[src/rtl/sbus_master_pkg.sv]
package sbus_master_pkg;

  typedef enum logic [0:0] {
    ST_IDLE   = 1'b0,
    ST_ACTIVE = 1'b1
  } seq_state_t;

  // operation encoding on cmd_write
  localparam logic OP_READ  = 1'b0;
  localparam logic OP_WRITE = 1'b1;

endpackage

[src/rtl/sbus_req_fit.sv]
// Resizes command address and write data to the bus widths.
module sbus_req_fit #(
  parameter int CMD_ADDR_W = 10,
  parameter int BUS_ADDR_W = 8,
  parameter int CMD_DATA_W = 8,
  parameter int BUS_DATA_W = 16
) (
  input  logic [CMD_ADDR_W-1:0] in_addr,
  input  logic [CMD_DATA_W-1:0] in_data,
  output logic [BUS_ADDR_W-1:0] out_addr,
  output logic [BUS_DATA_W-1:0] out_data
);

  localparam int ADDR_PAD = BUS_ADDR_W - CMD_ADDR_W;
  localparam int DATA_PAD = BUS_DATA_W - CMD_DATA_W;

  generate
    if (ADDR_PAD < 0) begin : g_addr_cut
      assign out_addr = in_addr[BUS_ADDR_W-1:0];
    end else if (ADDR_PAD == 0) begin : g_addr_same
      assign out_addr = in_addr;
    end else begin : g_addr_pad
      assign out_addr = {{ADDR_PAD{1'b0}}, in_addr};
    end

    if (DATA_PAD == 0) begin : g_data_same
      assign out_data = in_data;
    end else begin : g_data_pad
      assign out_data = {{DATA_PAD{1'b0}}, in_data};
    end
  endgenerate

endmodule

[src/rtl/sbus_wait_ctr.sv]
// Counts strobe cycles in which ready was sampled low.
module sbus_wait_ctr #(
  parameter int MAX_WAIT = 4,
  parameter int CNT_W    = 3
) (
  input  logic clk,
  input  logic rst_n,
  input  logic clr,
  input  logic inc,
  output logic at_limit
);

  localparam logic [CNT_W-1:0] LIMIT = CNT_W'(MAX_WAIT);

  logic [CNT_W-1:0] cnt_q, cnt_d;
  logic             cnt_en;

  always_comb begin
    cnt_en = clr | inc;
    cnt_d  = clr ? '0 : cnt_q + 1'b1;
  end

  always_ff @(posedge clk or negedge rst_n) begin
    if (!rst_n) begin
      cnt_q <= '0;
    end else if (cnt_en) begin
      cnt_q <= cnt_d;
    end
  end

  assign at_limit = (cnt_q == LIMIT);

endmodule

[src/rtl/sbus_master.sv]
module sbus_master
  import sbus_master_pkg::*;
#(
  parameter int CMD_ADDR_W = 10,
  parameter int BUS_ADDR_W = 8,
  parameter int CMD_DATA_W = 8,
  parameter int BUS_DATA_W = 16,
  parameter int MAX_WAIT   = 4,
  parameter bit USE_READY  = 1'b1
) (
  input  logic                  clk,
  input  logic                  rst_n,
  input  logic                  cmd_valid,
  input  logic                  cmd_write,
  input  logic [CMD_ADDR_W-1:0] cmd_addr,
  input  logic [CMD_DATA_W-1:0] cmd_wdata,
  output logic                  cmd_busy,
  output logic                  rsp_valid,
  output logic                  rsp_err,
  output logic [BUS_DATA_W-1:0] rsp_rdata,
  output logic                  bus_cs,
  output logic                  bus_rd,
  output logic                  bus_wr,
  output logic [BUS_ADDR_W-1:0] bus_addr,
  output logic [BUS_DATA_W-1:0] bus_wdata,
  input  logic                  bus_ready,
  input  logic [BUS_DATA_W-1:0] bus_rdata
);

  localparam int WAIT_W = (MAX_WAIT < 1) ? 1 : $clog2(MAX_WAIT + 1);

  // reset: asynchronous assert, synchronous release
  logic [1:0] rst_sync_q;
  logic       rst_int_n;

  always_ff @(posedge clk or negedge rst_n) begin
    if (!rst_n) begin
      rst_sync_q <= 2'b00;
    end else begin
      rst_sync_q <= {rst_sync_q[0], 1'b1};
    end
  end
  assign rst_int_n = rst_sync_q[1];

  // command resizing
  logic [BUS_ADDR_W-1:0] fit_addr;
  logic [BUS_DATA_W-1:0] fit_data;

  sbus_req_fit #(
    .CMD_ADDR_W(CMD_ADDR_W),
    .BUS_ADDR_W(BUS_ADDR_W),
    .CMD_DATA_W(CMD_DATA_W),
    .BUS_DATA_W(BUS_DATA_W)
  ) u_fit (
    .in_addr (cmd_addr),
    .in_data (cmd_wdata),
    .out_addr(fit_addr),
    .out_data(fit_data)
  );

  // ready source selection
  logic rdy_eff;
  generate
    if (USE_READY) begin : g_rdy_poll
      assign rdy_eff = bus_ready;
    end else begin : g_rdy_ignore
      assign rdy_eff = 1'b1;
    end
  endgenerate

  // sequencer
  seq_state_t state_q, state_d;
  logic       accept, finish_ok, finish_to, finish;
  logic       wait_inc, at_limit;

  always_comb begin
    accept    = cmd_valid && (state_q == ST_IDLE);
    finish_ok = (state_q == ST_ACTIVE) && rdy_eff;
    finish_to = (state_q == ST_ACTIVE) && !rdy_eff && at_limit;
    finish    = finish_ok || finish_to;
    wait_inc  = (state_q == ST_ACTIVE) && !rdy_eff && !at_limit;
    state_d   = state_q;
    unique case (state_q)
      ST_IDLE:   if (accept) state_d = ST_ACTIVE;
      ST_ACTIVE: if (finish) state_d = ST_IDLE;
      default:   state_d = ST_IDLE;
    endcase
  end

  always_ff @(posedge clk or negedge rst_int_n) begin
    if (!rst_int_n) begin
      state_q <= ST_IDLE;
    end else begin
      state_q <= state_d;
    end
  end

  sbus_wait_ctr #(
    .MAX_WAIT(MAX_WAIT),
    .CNT_W   (WAIT_W)
  ) u_wait (
    .clk     (clk),
    .rst_n   (rst_int_n),
    .clr     (accept),
    .inc     (wait_inc),
    .at_limit(at_limit)
  );

  // bus strobes and payload
  logic                  strobe_en;
  logic                  cs_d, rd_d, wr_d;
  logic                  payload_en;

  always_comb begin
    strobe_en  = accept || finish;
    payload_en = accept;
    cs_d       = accept;
    rd_d       = accept && (cmd_write == OP_READ);
    wr_d       = accept && (cmd_write == OP_WRITE);
  end

  always_ff @(posedge clk or negedge rst_int_n) begin
    if (!rst_int_n) begin
      bus_cs <= 1'b0;
      bus_rd <= 1'b0;
      bus_wr <= 1'b0;
    end else if (strobe_en) begin
      bus_cs <= cs_d;
      bus_rd <= rd_d;
      bus_wr <= wr_d;
    end
  end

  always_ff @(posedge clk or negedge rst_int_n) begin
    if (!rst_int_n) begin
      bus_addr  <= '0;
      bus_wdata <= '0;
    end else if (payload_en) begin
      bus_addr  <= fit_addr;
      bus_wdata <= fit_data;
    end
  end

  // response
  logic rdata_en;

  always_comb begin
    rdata_en = finish_ok && bus_rd;
  end

  always_ff @(posedge clk or negedge rst_int_n) begin
    if (!rst_int_n) begin
      rsp_valid <= 1'b0;
      rsp_err   <= 1'b0;
    end else begin
      rsp_valid <= finish;
      rsp_err   <= finish_to;
    end
  end

  always_ff @(posedge clk or negedge rst_int_n) begin
    if (!rst_int_n) begin
      rsp_rdata <= '0;
    end else if (rdata_en) begin
      rsp_rdata <= bus_rdata;
    end
  end

  assign cmd_busy = (state_q != ST_IDLE);

endmodule

[config.mk]
export PLATFORM = sky130hd
export DESIGN_NAME = sbus_master
export DESIGN_NICKNAME = d
export VERILOG_FILES = /design/src/rtl/sbus_master_pkg.sv /design/src/rtl/sbus_req_fit.sv /design/src/rtl/sbus_wait_ctr.sv /design/src/rtl/sbus_master.sv
export SDC_FILE = /design/constraint.sdc
export NUM_CORES = 1
export LEC_CHECK = 0
export ABC_AREA = 1
export BUFFER_PORTS_ARGS = -buffer_cell sky130_fd_sc_hd__buf_2
export CORE_ASPECT_RATIO = 0.8
export CORE_MARGIN = 8
export CORE_UTILIZATION = 49
export DETAILED_ROUTE_END_ITERATION = 7
export HOLD_SLACK_MARGIN = 0.03
export PLACE_DENSITY = 0.9
export SKIP_CTS_REPAIR_TIMING = 1
export SLEW_MARGIN = 10
export SYNTH_ARGS = -nofsm -noshare
export SYNTH_HDL_FRONTEND = slang
export SYNTH_SLANG_ARGS = --single-unit
[constraint.sdc]
create_clock -name clk -period 2.1 [get_ports clk]
set_input_delay 0 -clock clk [delete_from_list [all_inputs] [get_ports clk]]
set_output_delay 0 -clock clk [all_outputs]
set_load 0.02 [all_outputs]
# Word level (Yosys, flattened, before mapping)
# Cells that the tools add are included.
[word_totals] register_bits=43 wordCells=32
[classes] add_sub_neg=1 eq_ne=1 mux=4 bitwise=3 reduce_logical=12
[ops] operator="$logic_and 1x1->1" n=8
[ops] operator="$add 3x1->3 const B" n=1
[ops] operator="$eq 3x3->1 const B" n=1
[ops] operator="$mux 3" n=1
[ops] operator="$logic_not 1->1" n=2
[ops] operator="$logic_or 1x1->1" n=2
[ops] operator="$mux 1" n=2
[ops] operator="$not 1->1" n=2
[ops] operator="$pmux 1 s2" n=1
[ops] operator="$or 1x1->1" n=1

# Depth between registers and ports, before layout
[logic_depth] depth_word=6 ltp_mapped=7 depth_no_buf=7

# Cells and area by module
# A second synthesis with hierarchy kept.
[unflattened] cells_unflattened=243 area_unflattened_um2=2218.4
[by_module_without_submodules] module="sbus_master" n_inst=1 cells_each=197 area_per_inst_um2=1865.5 seq_area_each_um2=1201.2
[by_module_without_submodules] module="sbus_req_fit" n_inst=1 cells_each=25 area_per_inst_um2=183.9 seq_area_each_um2=0.0
[by_module_without_submodules] module="sbus_wait_ctr" n_inst=1 cells_each=21 area_per_inst_um2=168.9 seq_area_each_um2=75.1

# Worst setup path before layout
# Ideal clock, no wire load.
[synth_path] path_kind="flip-flop to flip-flop" start="register u_wait.cnt_q[0]" end="register u_wait.cnt_q[1]" arrival_ps=952 required_ps=1983 slack_ps=1030 path_stages_with_launch=8 path_buffers=0 period_less_slack_ps=1070 path_cell_list="dfrtp_1 > inv_1 > ha_1 > nand2_1 > nand2_1 > clkinv_1 > nand2_1 > o21ai_2"
[synth_via] elab_chain_len=4
[synth_rtl] element="from (decl)" line="sbus_wait_ctr.sv:15" text="logic [CNT_W-1:0] cnt_q, cnt_d;"
[synth_rtl] element="from (signal assigned)" line="sbus_wait_ctr.sv:27" text="cnt_q <= cnt_d;"
[synth_rtl] element="branches (longest 4 deep; another with $add 3x1->3)"
# Parallel ways; which one is timed is not known.
# A chain may end at the register's enable or synchronous reset.

# Worst setup path in the final report
[layout_path] start="register state_q (netlist: cmd_busy)" end="register rsp_rdata[9]"
[layout_via] elab_chain_len=2
[layout_rtl] element="from (decl)" line="sbus_master.sv:72" text="seq_state_t state_q, state_d;"
[layout_rtl] element="from (signal assigned)" line="sbus_master.sv:94" text="state_q <= state_d;"
[layout_rtl] element="$logic_and 1x1->1" line="sbus_master.sv:78" text="finish_ok = (state_q == ST_ACTIVE) && rdy_eff;"
[layout_rtl] element="$logic_and 1x1->1" line="sbus_master.sv:148" text="rdata_en = finish_ok && bus_rd;"
[layout_rtl] element="to (signal assigned)" line="sbus_master.sv:165" text="rsp_rdata <= bus_rdata;"
[layout_rtl] element="to (decl)" line="sbus_master.sv:20" text="output logic [BUS_DATA_W-1:0] rsp_rdata,"
# Every way passes these cells.

==> results.json <==
{
  "grt_antenna_before_repair": 0,
  "critPathMaxStageDelay_ns": 0.51,
  "ios": 85,
  "synth_ff_type": "dfrtp_1",
  "ys_types": 20,
  "yosysTopAreaCellShare_pct": 59.97,
  "grt_pass1_vias": 1476,
  "grt_pass1_wl_mm": 6.755,
  "fin_crit_ns": 1.398,
  "synthesis.area_mm2": 0.001794,
  "dp_slack_ns": 0.7103,
  "drive_above_1_share_pct": 30.92,
  "synth_top_area_cell": "dfrtp_1",
  "hold_path.class": "in -> reg",
  "grtUsageTotal_pct": 13.89,
  "critPathKind": "reg -> reg",
  "die_y_um": 70.13,
  "synth_common_cells": "80 x nand2_1, 43 x dfrtp_1, 22 x inv_1, 10 x buf_4, 10 x o21ai_1",
  "powerDensity_mw_per_mm2": 1097,
  "viasPerCell": 4.500,
  "maxCapViolations": 0,
  "clock_path_buffers": 2,
  "p_leak_nw": 1.497,
  "first_pass_iters": 4,
  "rsz0062_at_grt": "no",
  "required_ns": 2.28,
  "syn_area_per_cell_um2": 9.249,
  "worst_slack_ns": 0.7016,
  "drv_slew": 0,
  "ys_ff_latch": 43,
  "outcome": "completed",
  "clk_pin_slew_ns": 0.08,
  "dp_hpwl_mm": 3.036,
  "rows": 19,
  "crit_arrival_ns": 1.58,
  "critPathCaptureType": "flop",
  "fin_hold_ws_ns": 0.05690,
  "vdd_drop_max_uv": 645.1,
  "syn_inst": 194,
  "fp.coreArea_mm2": 0.003471,
  "power.total_mw": 2.839,
  "post-synth-top-count-cell": "nand2_1",
  "worst_pin_slew_ns": 0.8486,
  "fin_nets": 344,
  "synth.yosys.seq_area_share_pct": 59.97,
  "synth_edf_count": 0,
  "cts_tree": "built",
  "cts.sinks": 43,
  "vias": 1557,
  "clkLatencyLatePin_ns": 0.28,
  "grt_max_degree": 42,
  "synth_area_leaders": "dfrtp_1 60%, nand2_1 17%, inv_1 4.6%",
  "cp-start-kind": "flop",
  "wl_per_cell_um": 13.57,
  "worst_path_max_delay_cell": "nand3_2",
  "path_max_fanout": 32,
  "antenna_left": 0,
  "max_freq_ghz": 0.7151,
  "syn2layout_area_growth_pct": 44.21,
  "setup_viol": 0,
  "drcViolationCount": 0,
  "fin_skew_ns": 0.006309,
  "fin_util_pct": 74.55,
  "async_reset_ff_share_pct": 100.0,
  "cts_made_buffers": 5,
  "crit_chain": "nand3_2 > o21ai_1",
  "grt_overflow": 0,
  "n_antenna_cell": 0,
  "slew_headroom_pct": 43.43,
  "die-area_mm2": 0.005866,
  "drt_wl_total_mm": 4.696,
  "port_buffers": 74,
  "place.gp.congestion": 0.7280,
  "drtIter0Drc": 84,
  "hold_viol": 0,
  "cts_root_buf": "clkbuf_8",
  "htree_levels": 2,
  "setup_tns_ns": 0,
  "post-route-period-util_pct": 66.59,
  "yosys_warnings": 0,
  "dieWidth_um": 83.66,
  "initial_utilization_pct": 51.69
}
## placed cells by master (no fill, tap or decap), types with 2 or more instances in the layout
master         count
o21ai_2            7
o21ai_1           10
conb_1             9
clkbuf_8           7
nand3_1            5
dlygate4sd3_1     35
dfrtp_1           42
inv_1             22
ha_1               2
buf_2             74
nand2_1           80
## logic make-up after synthesis
| group | share of synthesized area [%] |
|---|---|
| buffers and inverters | 11.37 |
| DFF | 59.97 |
| AOI/OAI and AO/OA | 6.485 |
| adders and majority gates | 1.394 |
| and+or+nand+nor | 20.36 |
| other | 0.4186 |
## metrics by stage
stage / cell area, µm² / instances
5_1_grt: 2587 / 346
3_5_place_dp: 2137 / 303
4_1_cts: 2237 / 311
3_3_place_gp: 2137 / 303
6_report: 2587 / 346
2_1_floorplan: 1821 / 201
## metal layers
layer | up-vias | global-route usage [%] | wire length [µm]
met2 | 56 | 21.81 | 2312
met1 | 716 | 16.89 | 2028
met3 | 4 | 6.373 | 311
li1 | 781 | - | -
met5 | - | 0 | 0
met4 | 0 | 3.442 | 43
## report_power, final
part	internal (mW)	total [mW]	switching (mW)
clock network	0.300	0.549	0.249
registers	1.08	1.24	0.160
logic	0.376	1.05	0.670
total	1.76	2.84	1.08
## layout make-up
cell class	instances	area [µm²]
Clock buffer	8	100.1
Fill cell	258	883.3
Inverter	25	96.34
Multi-Input combinational cell	119	540.5
Sequential cell	43	1077
Tap cell	42	52.55
Timing Repair Buffer	109	720.7
## final timing paths
path / to / slack [ns] / from / depth (start not counted)
max in group asynchronous: rsp_rdata[6] / 1.19 / rst_sync_q[1] / 0
worst min-delay path: rsp_valid / 0.06 / bus_ready / 3
min in group asynchronous: rsp_rdata[7] / 0.38 / rst_sync_q[1] / 0
worst min register to register: rst_sync_q[1] / 0.36 / rst_sync_q[0] / 0
worst max-delay path: rsp_rdata[9] / 0.70 / cmd_busy / 2
worst max register to register: rsp_rdata[9] / 0.70 / cmd_busy / 2
## worst max-delay path: cells and delay by family, from the launching register on
kind	cells	cell delay [ns]
AOI/OAI and AO/OA	1	0.36
and+or+nand+nor	1	0.51
DFF	1	0.42
## sequential cells by signal, summed over array words and instances, names as in the netlist, 2 cells and up
name	count
bus_wdata	8
rst_sync_q	2
u_wait.cnt_q	3
bus_addr	8
rsp_rdata	16
Power figures use the tool's default switching activity.
